$ cat src/rtl/sfp_pkg.sv
package sfp_pkg;

    typedef enum logic [1:0] {
        T_ALLOC,
        T_IDLE,
        T_RECV,
        T_CLOSE
    } tx_state_t;

    typedef enum logic [1:0] {
        R_IDLE,
        R_SEND,
        R_GAP
    } rx_state_t;

    localparam int BYTE_W = 8;

endpackage

$ cat src/rtl/sfp_bitclk.sv
module sfp_bitclk #(
    parameter int HALF = 6
) (
    input  logic clk,
    input  logic rst_n,
    output logic bclk_o,
    output logic fall_stb_o
);
    localparam int CW = (HALF > 1) ? $clog2(HALF) : 1;
    localparam logic [CW-1:0] LAST = CW'(HALF - 1);

    logic [CW-1:0] cnt;
    logic          bclk;

    always_ff @(posedge clk) begin
        if (!rst_n) begin
            cnt  <= '0;
            bclk <= 1'b0;
        end else if (cnt == LAST) begin
            cnt  <= '0;
            bclk <= ~bclk;
        end else begin
            cnt  <= cnt + 1'b1;
        end
    end

    // asserted in the core cycle whose closing edge drops the bit clock
    assign fall_stb_o = bclk && (cnt == LAST);
    assign bclk_o     = bclk;
endmodule

$ cat src/rtl/sfp_tx.sv
module sfp_tx
    import sfp_pkg::*;
#(
    parameter int MAX_BYTES = 1536,
    localparam int AW = $clog2(MAX_BYTES),
    localparam int LW = $clog2(MAX_BYTES + 1)
) (
    input  logic              clk,
    input  logic              rst_n,
    input  logic              fall_stb,
    input  logic              tx_en_i,
    input  logic              tx_dat_i,
    output logic              busy_o,
    output logic              req_o,
    input  logic              gnt_i,
    output logic              wr_o,
    output logic [AW-1:0]     addr_o,
    output logic [BYTE_W-1:0] wdata_o,
    output logic              done_o,
    output logic [LW-1:0]     len_o,
    output logic              ovf_o
);
    localparam logic [LW-1:0] LIMIT = LW'(MAX_BYTES);

    tx_state_t         st, nxt;
    logic [BYTE_W-1:0] shreg;
    logic [2:0]        bitcnt;
    logic [BYTE_W-1:0] byte_w;

    assign byte_w = {tx_dat_i, shreg[BYTE_W-1:1]};

    always_ff @(posedge clk) begin
        if (!rst_n) st <= T_ALLOC;
        else        st <= nxt;
    end

    always_comb begin
        nxt = st;
        unique case (st)
            T_ALLOC: if (gnt_i)               nxt = T_IDLE;
            T_IDLE:  if (fall_stb && tx_en_i)  nxt = T_RECV;
            T_RECV:  if (fall_stb && !tx_en_i) nxt = T_CLOSE;
            T_CLOSE:                           nxt = T_ALLOC;
            default:                           nxt = T_ALLOC;
        endcase
    end

    always_ff @(posedge clk) begin
        if (!rst_n) begin
            busy_o <= 1'b1;
            req_o  <= 1'b1;
        end else begin
            busy_o <= (nxt != T_IDLE);
            req_o  <= (nxt == T_ALLOC);
        end
    end

    always_ff @(posedge clk) begin
        if (!rst_n) begin
            shreg   <= '0;
            bitcnt  <= '0;
            wr_o    <= 1'b0;
            addr_o  <= '0;
            wdata_o <= '0;
            done_o  <= 1'b0;
            len_o   <= '0;
            ovf_o   <= 1'b0;
        end else begin
            wr_o   <= 1'b0;
            done_o <= 1'b0;
            unique case (st)
                T_IDLE: begin
                    if (fall_stb && tx_en_i) begin
                        shreg  <= {tx_dat_i, {(BYTE_W-1){1'b0}}};
                        bitcnt <= 3'd1;
                        len_o  <= '0;
                        ovf_o  <= 1'b0;
                    end
                end
                T_RECV: begin
                    if (fall_stb && tx_en_i) begin
                        shreg <= byte_w;
                        if (bitcnt == 3'd7) begin
                            bitcnt <= '0;
                            if (len_o < LIMIT) begin
                                wr_o    <= 1'b1;
                                addr_o  <= len_o[AW-1:0];
                                wdata_o <= byte_w;
                                len_o   <= len_o + 1'b1;
                            end else begin
                                ovf_o <= 1'b1;
                            end
                        end else begin
                            bitcnt <= bitcnt + 1'b1;
                        end
                    end
                end
                T_CLOSE: done_o <= 1'b1;
                default: ;
            endcase
        end
    end
endmodule

$ cat src/rtl/sfp_rx.sv
module sfp_rx
    import sfp_pkg::*;
(
    input  logic              clk,
    input  logic              rst_n,
    input  logic              fall_stb,
    input  logic              src_valid_i,
    input  logic [BYTE_W-1:0] src_data_i,
    input  logic              src_last_i,
    output logic              src_ready_o,
    output logic              rx_en_o,
    output logic              rx_dat_o
);
    rx_state_t         st, nxt;
    logic [BYTE_W-1:0] shreg;
    logic [2:0]        bitcnt;
    logic              last_q;
    logic              byte_end;
    logic              load;

    assign byte_end = (st == R_SEND) && fall_stb && (bitcnt == 3'd7);
    assign load = ((st == R_IDLE) && fall_stb && src_valid_i) ||
                  (byte_end && !last_q && src_valid_i);

    always_ff @(posedge clk) begin
        if (!rst_n) st <= R_IDLE;
        else        st <= nxt;
    end

    always_comb begin
        nxt = st;
        unique case (st)
            R_IDLE: if (fall_stb && src_valid_i) nxt = R_SEND;
            R_SEND: if (byte_end && (last_q || !src_valid_i)) nxt = R_GAP;
            R_GAP:  if (fall_stb) nxt = R_IDLE;
            default: nxt = R_IDLE;
        endcase
    end

    always_ff @(posedge clk) begin
        if (!rst_n) rx_en_o <= 1'b0;
        else        rx_en_o <= (nxt == R_SEND);
    end

    always_ff @(posedge clk) begin
        if (!rst_n) begin
            shreg       <= '0;
            bitcnt      <= '0;
            last_q      <= 1'b0;
            src_ready_o <= 1'b0;
            rx_dat_o    <= 1'b0;
        end else begin
            src_ready_o <= 1'b0;
            if (load) begin
                shreg       <= src_data_i;
                bitcnt      <= '0;
                last_q      <= src_last_i;
                src_ready_o <= 1'b1;
                rx_dat_o    <= src_data_i[0];
            end else if (byte_end) begin
                rx_dat_o <= 1'b0;
            end else if ((st == R_SEND) && fall_stb) begin
                shreg    <= {1'b0, shreg[BYTE_W-1:1]};
                rx_dat_o <= shreg[1];
                bitcnt   <= bitcnt + 1'b1;
            end
        end
    end
endmodule

$ cat src/rtl/sfp_port.sv
module sfp_port
    import sfp_pkg::*;
#(
    parameter int HALF      = 6,
    parameter int MAX_BYTES = 1536,
    localparam int AW = $clog2(MAX_BYTES),
    localparam int LW = $clog2(MAX_BYTES + 1)
) (
    input  logic              clk,
    input  logic              rst_n,
    output logic              tx_clk_o,
    input  logic              tx_en_i,
    input  logic              tx_dat_i,
    output logic              tx_busy_o,
    output logic              col_o,
    output logic              rx_clk_o,
    output logic              rx_en_o,
    output logic              rx_dat_o,
    output logic              buf_wr_o,
    output logic [AW-1:0]     buf_addr_o,
    output logic [BYTE_W-1:0] buf_wdata_o,
    output logic              frame_done_o,
    output logic [LW-1:0]     frame_len_o,
    output logic              frame_ovf_o,
    output logic              alloc_req_o,
    input  logic              alloc_gnt_i,
    input  logic              src_valid_i,
    input  logic [BYTE_W-1:0] src_data_i,
    input  logic              src_last_i,
    output logic              src_ready_o
);
    logic bclk;
    logic fall_stb;

    sfp_bitclk #(.HALF(HALF)) u_clk (
        .clk(clk), .rst_n(rst_n), .bclk_o(bclk), .fall_stb_o(fall_stb)
    );

    sfp_tx #(.MAX_BYTES(MAX_BYTES)) u_tx (
        .clk(clk), .rst_n(rst_n), .fall_stb(fall_stb),
        .tx_en_i(tx_en_i), .tx_dat_i(tx_dat_i),
        .busy_o(tx_busy_o), .req_o(alloc_req_o), .gnt_i(alloc_gnt_i),
        .wr_o(buf_wr_o), .addr_o(buf_addr_o), .wdata_o(buf_wdata_o),
        .done_o(frame_done_o), .len_o(frame_len_o), .ovf_o(frame_ovf_o)
    );

    sfp_rx u_rx (
        .clk(clk), .rst_n(rst_n), .fall_stb(fall_stb),
        .src_valid_i(src_valid_i), .src_data_i(src_data_i),
        .src_last_i(src_last_i), .src_ready_o(src_ready_o),
        .rx_en_o(rx_en_o), .rx_dat_o(rx_dat_o)
    );

    assign tx_clk_o = bclk;
    assign rx_clk_o = bclk;
    assign col_o    = 1'b0;
endmodule

$ cat config.mk
export PLATFORM = sky130hd
export DESIGN_NAME = sfp_port
export DESIGN_NICKNAME = d
export VERILOG_FILES = /design/src/rtl/sfp_pkg.sv /design/src/rtl/sfp_bitclk.sv /design/src/rtl/sfp_tx.sv /design/src/rtl/sfp_rx.sv /design/src/rtl/sfp_port.sv
export SDC_FILE = /design/constraint.sdc
export NUM_CORES = 1
export LEC_CHECK = 0
export BUFFER_PORTS_ARGS = -buffer_cell sky130_fd_sc_hd__buf_2
export CAP_MARGIN = 20
export CELL_PAD_IN_SITES_DETAIL_PLACEMENT = 0
export CELL_PAD_IN_SITES_GLOBAL_PLACEMENT = 1
export CORE_ASPECT_RATIO = 0.7
export CORE_MARGIN = 1
export CORE_UTILIZATION = 41
export DETAILED_ROUTE_END_ITERATION = 8
export HOLD_SLACK_MARGIN = 0.05
export PLACE_DENSITY = 0.85
export SYNTH_ARGS = -nofsm -noshare
export SYNTH_HDL_FRONTEND = slang
export SYNTH_SLANG_ARGS = --single-unit
$ cat constraint.sdc
create_clock -name clk -period 2.1 [get_ports clk]
set_input_delay 0.42 -clock clk [delete_from_list [all_inputs] [get_ports clk]]
set_output_delay 0.42 -clock clk [all_outputs]
set_load 0.05 [all_outputs]
==> results.cfg <==
[outcome]
outcome = completed

[yosys]
ys_warn_count = 0
synth.avg_cell_area_sq_um = 9.38
syn_nets = 338
ys_types = 45
synth_edf_count = 0
ys_seq_area_frac = 0.459
syn_area_sq_mm = 0.00293
syn_inst = 312
synth_most_common_cell = dfxtp_1
netlist_top_cells_count = dfxtp_1 (67), nor2_1 (40), mux2i_1 (36)
ys_ff_latch = 67
yosys.area.top_type = dfxtp_1
synth_top_cell_area_share = 0.459
synth-async-reset-ratio = 0
ys.flop_type = dfxtp_1
synth_area_leaders = dfxtp_1 (46%), mux2i_1 (12%), nor2_1 (5.1%), ha_1 (4.7%), a21oi_1 (3.3%)

[grt]
antenna_found_initial = 0
grt_overflow = 0
grt_max_degree = 21
busiest_layer = met2
use_met3 = 0.0642
grt_use_total = 0.177
grt_pass1_wl_um = 10100
use_met2 = 0.254
grtUsageMet1 = 0.250
grt_pass1_vias = 2094

[clock_network]
cts_buffers = 9
cts_buffer_depth = 2
cts_resized = 0
cts.sinks = 67
htree_num_levels = 3
cts_setup_buffers = 0
path_clk_slew_ns = 0.07
clockRootBuffer = clkbuf_8
cts_tree = done
clk_latency_ns = 0.34
cts_hold_buf = 0

[floorplan]
die_h_um = 72.7
num_io_pins = 56
placementRows = 25
dieArea_sq_mm = 0.00748
fp.coreArea_sq_mm = 0.00682
initial_core_util = 0.429
die_w_um = 103

[route]
routed_wirelength_um = 6120
drc = 0
first_pass_iters = 4
routed_via_density = 5.10
wire_per_inst_um = 13.1
via_count = 2381
ant_nets = 0
drt_iter0_drc = 60

[layout]
post-route-util = 0.511
regArea_sq_mm = 0.00134
final_cells = 467
n_antenna_cell = 0
multi_input_area_sq_mm = 0.00146
layout-drive-gt1-share = 0.225
finalNetCount = 394
syn_to_final_growth_pct = 19.1
fillers = 675

[placed_design]
port_buffers = 54
place_inst = 451
globalplace.congestion = 0.771
dpl_worst_slack_ns = 0.198
hpwlAfterDp_um = 4310

[timing]
hold_viol = 0
fmax_mhz = 521
period_share = 0.914
clock_skew_ns = 0.00574
finalSetupTns_ns = 0
fin_ws_ns = 0.181
finalSetupViolCount = 0
finalMaxSlewViolations = 0
whs_ns = 0.321
fin_crit_ns = 1.92
rsz0062_at_grt = false

[power]
clockPowerShare = 0.414
p_int_w = 0.00193
seqPwrFrac = 0.512
peakVddDrop_mv = 0.314
power_frac_comb = 0.073
swShare = 0.239
leakage_nw = 1.59
powerDensity_mw_per_mm2 = 727
power_switching_w = 0.000604

[critical_path]
cp_max_fo = 6
critical_path_class = reg2reg
cp.required_ns = 2.37
cp-end-kind = flip-flop
arrival_ns = 2.19
critPathLaunchType = flip-flop

[run]
drv_cap = 0

[min_path]
hold_class = in2reg
-- sequential cells by signal (all words and copies together) (netlist names), 2 cells and up --
| signal | flops |
|---|---|
| u_rx.shreg | 7 |
| u_tx.wdata_o | 8 |
| u_tx.shreg | 7 |
| u_tx.st | 2 |
| u_tx.bitcnt | 3 |
| u_rx.st | 2 |
| u_tx.addr_o | 11 |
| u_clk.cnt | 3 |
| u_tx.len_o | 11 |
| u_rx.bitcnt | 3 |
-- layer usage --
layer | vias up | part of all wire
li1 | 1211 | -
met4 | 0 | 0.010
met2 | 60 | 0.41
met5 | - | 0
met1 | 1104 | 0.52
met3 | 6 | 0.058
-- cell families after synthesis --
| family | share of synthesized area |
|---|---|
| AND/OR/NAND/NOR | 0.204 |
| flip-flops | 0.459 |
| AO/OA/AOI/OAI | 0.116 |
| multiplexers | 0.123 |
| buffers and inverters | 0.0432 |
| adder cells (fa/ha/maj) | 0.0470 |
| XOR/XNOR | 0.00599 |
| other | 0.00128 |
-- worst max-delay path, stage by stage (launching register included) --
cell and delay (ns):
dfxtp_1 0.36, inv_1 0.09, ha_1 0.39, and4_1 0.29, nand3_1 0.16, a2111oi_4 0.35, mux2i_1 0.21
-- cell type report --
cell class,count,share of cell area
inverter,9,0.00970
clock buffer,12,0.0417
sequential,67,0.385
timing repair buffer,63,0.0970
multi-input combinational,218,0.418
tap,94,0.0338
clock inverter,4,0.0144
-- final timing paths --
path	slack, ns	from	endpoint	depth (start not counted)
worst max-delay path	0.18	u_tx.st[0]	u_tx.len_o[8]	6
worst min-delay path	0.32	src_data_i[7]	u_rx.shreg[7]	3
worst max register to register	0.18	u_tx.st[0]	u_tx.len_o[8]	6
worst min register to register	0.46	u_clk.cnt[0]	u_clk.cnt[0]	1
-- power by group through the flow --
stage	combinational, W	sequential [W]	clock [W]
floorplan	0.000120	0.00134	0
global placement	0.000182	0.00132	0
detailed placement	0.000184	0.00133	0
CTS	0.000187	0.00130	0.00109
global route	0.000206	0.00130	0.00114
finish	0.000186	0.00130	0.00105
-- through the flow --
| stage | instance area, sq um | power (W) |
|---|---|---|
| 2_1_floorplan | 2930 | 0.00146 |
| 3_3_place_gp | 3290 | 0.00151 |
| 3_5_place_dp | 3290 | 0.00151 |
| 4_1_cts | 3480 | 0.00257 |
| 5_1_grt | 3480 | 0.00265 |
| 6_report | 3480 | 0.00253 |
-- cell usage in the layout (no fill, tap or decap), types with 5 or more instances in the layout --
cell | synthesis | layout
mux2i_1 | 36 | 36
inv_1 | 9 | 9
nand3_1 | 17 | 17
a21oi_1 | 19 | 19
nor2_1 | 40 | 40
o21ai_0 | 6 | 6
buf_4 | 6 | 9
buf_2 | 1 | 54
nand2_1 | 25 | 25
ha_1 | 11 | 11
nand3b_1 | 7 | 7
dfxtp_1 | 67 | 67
clkbuf_8 | 0 | 10
a22oi_1 | 5 | 5
nand4_1 | 6 | 6
nor3_1 | 5 | 5
(Power assumes the default switching activity.)
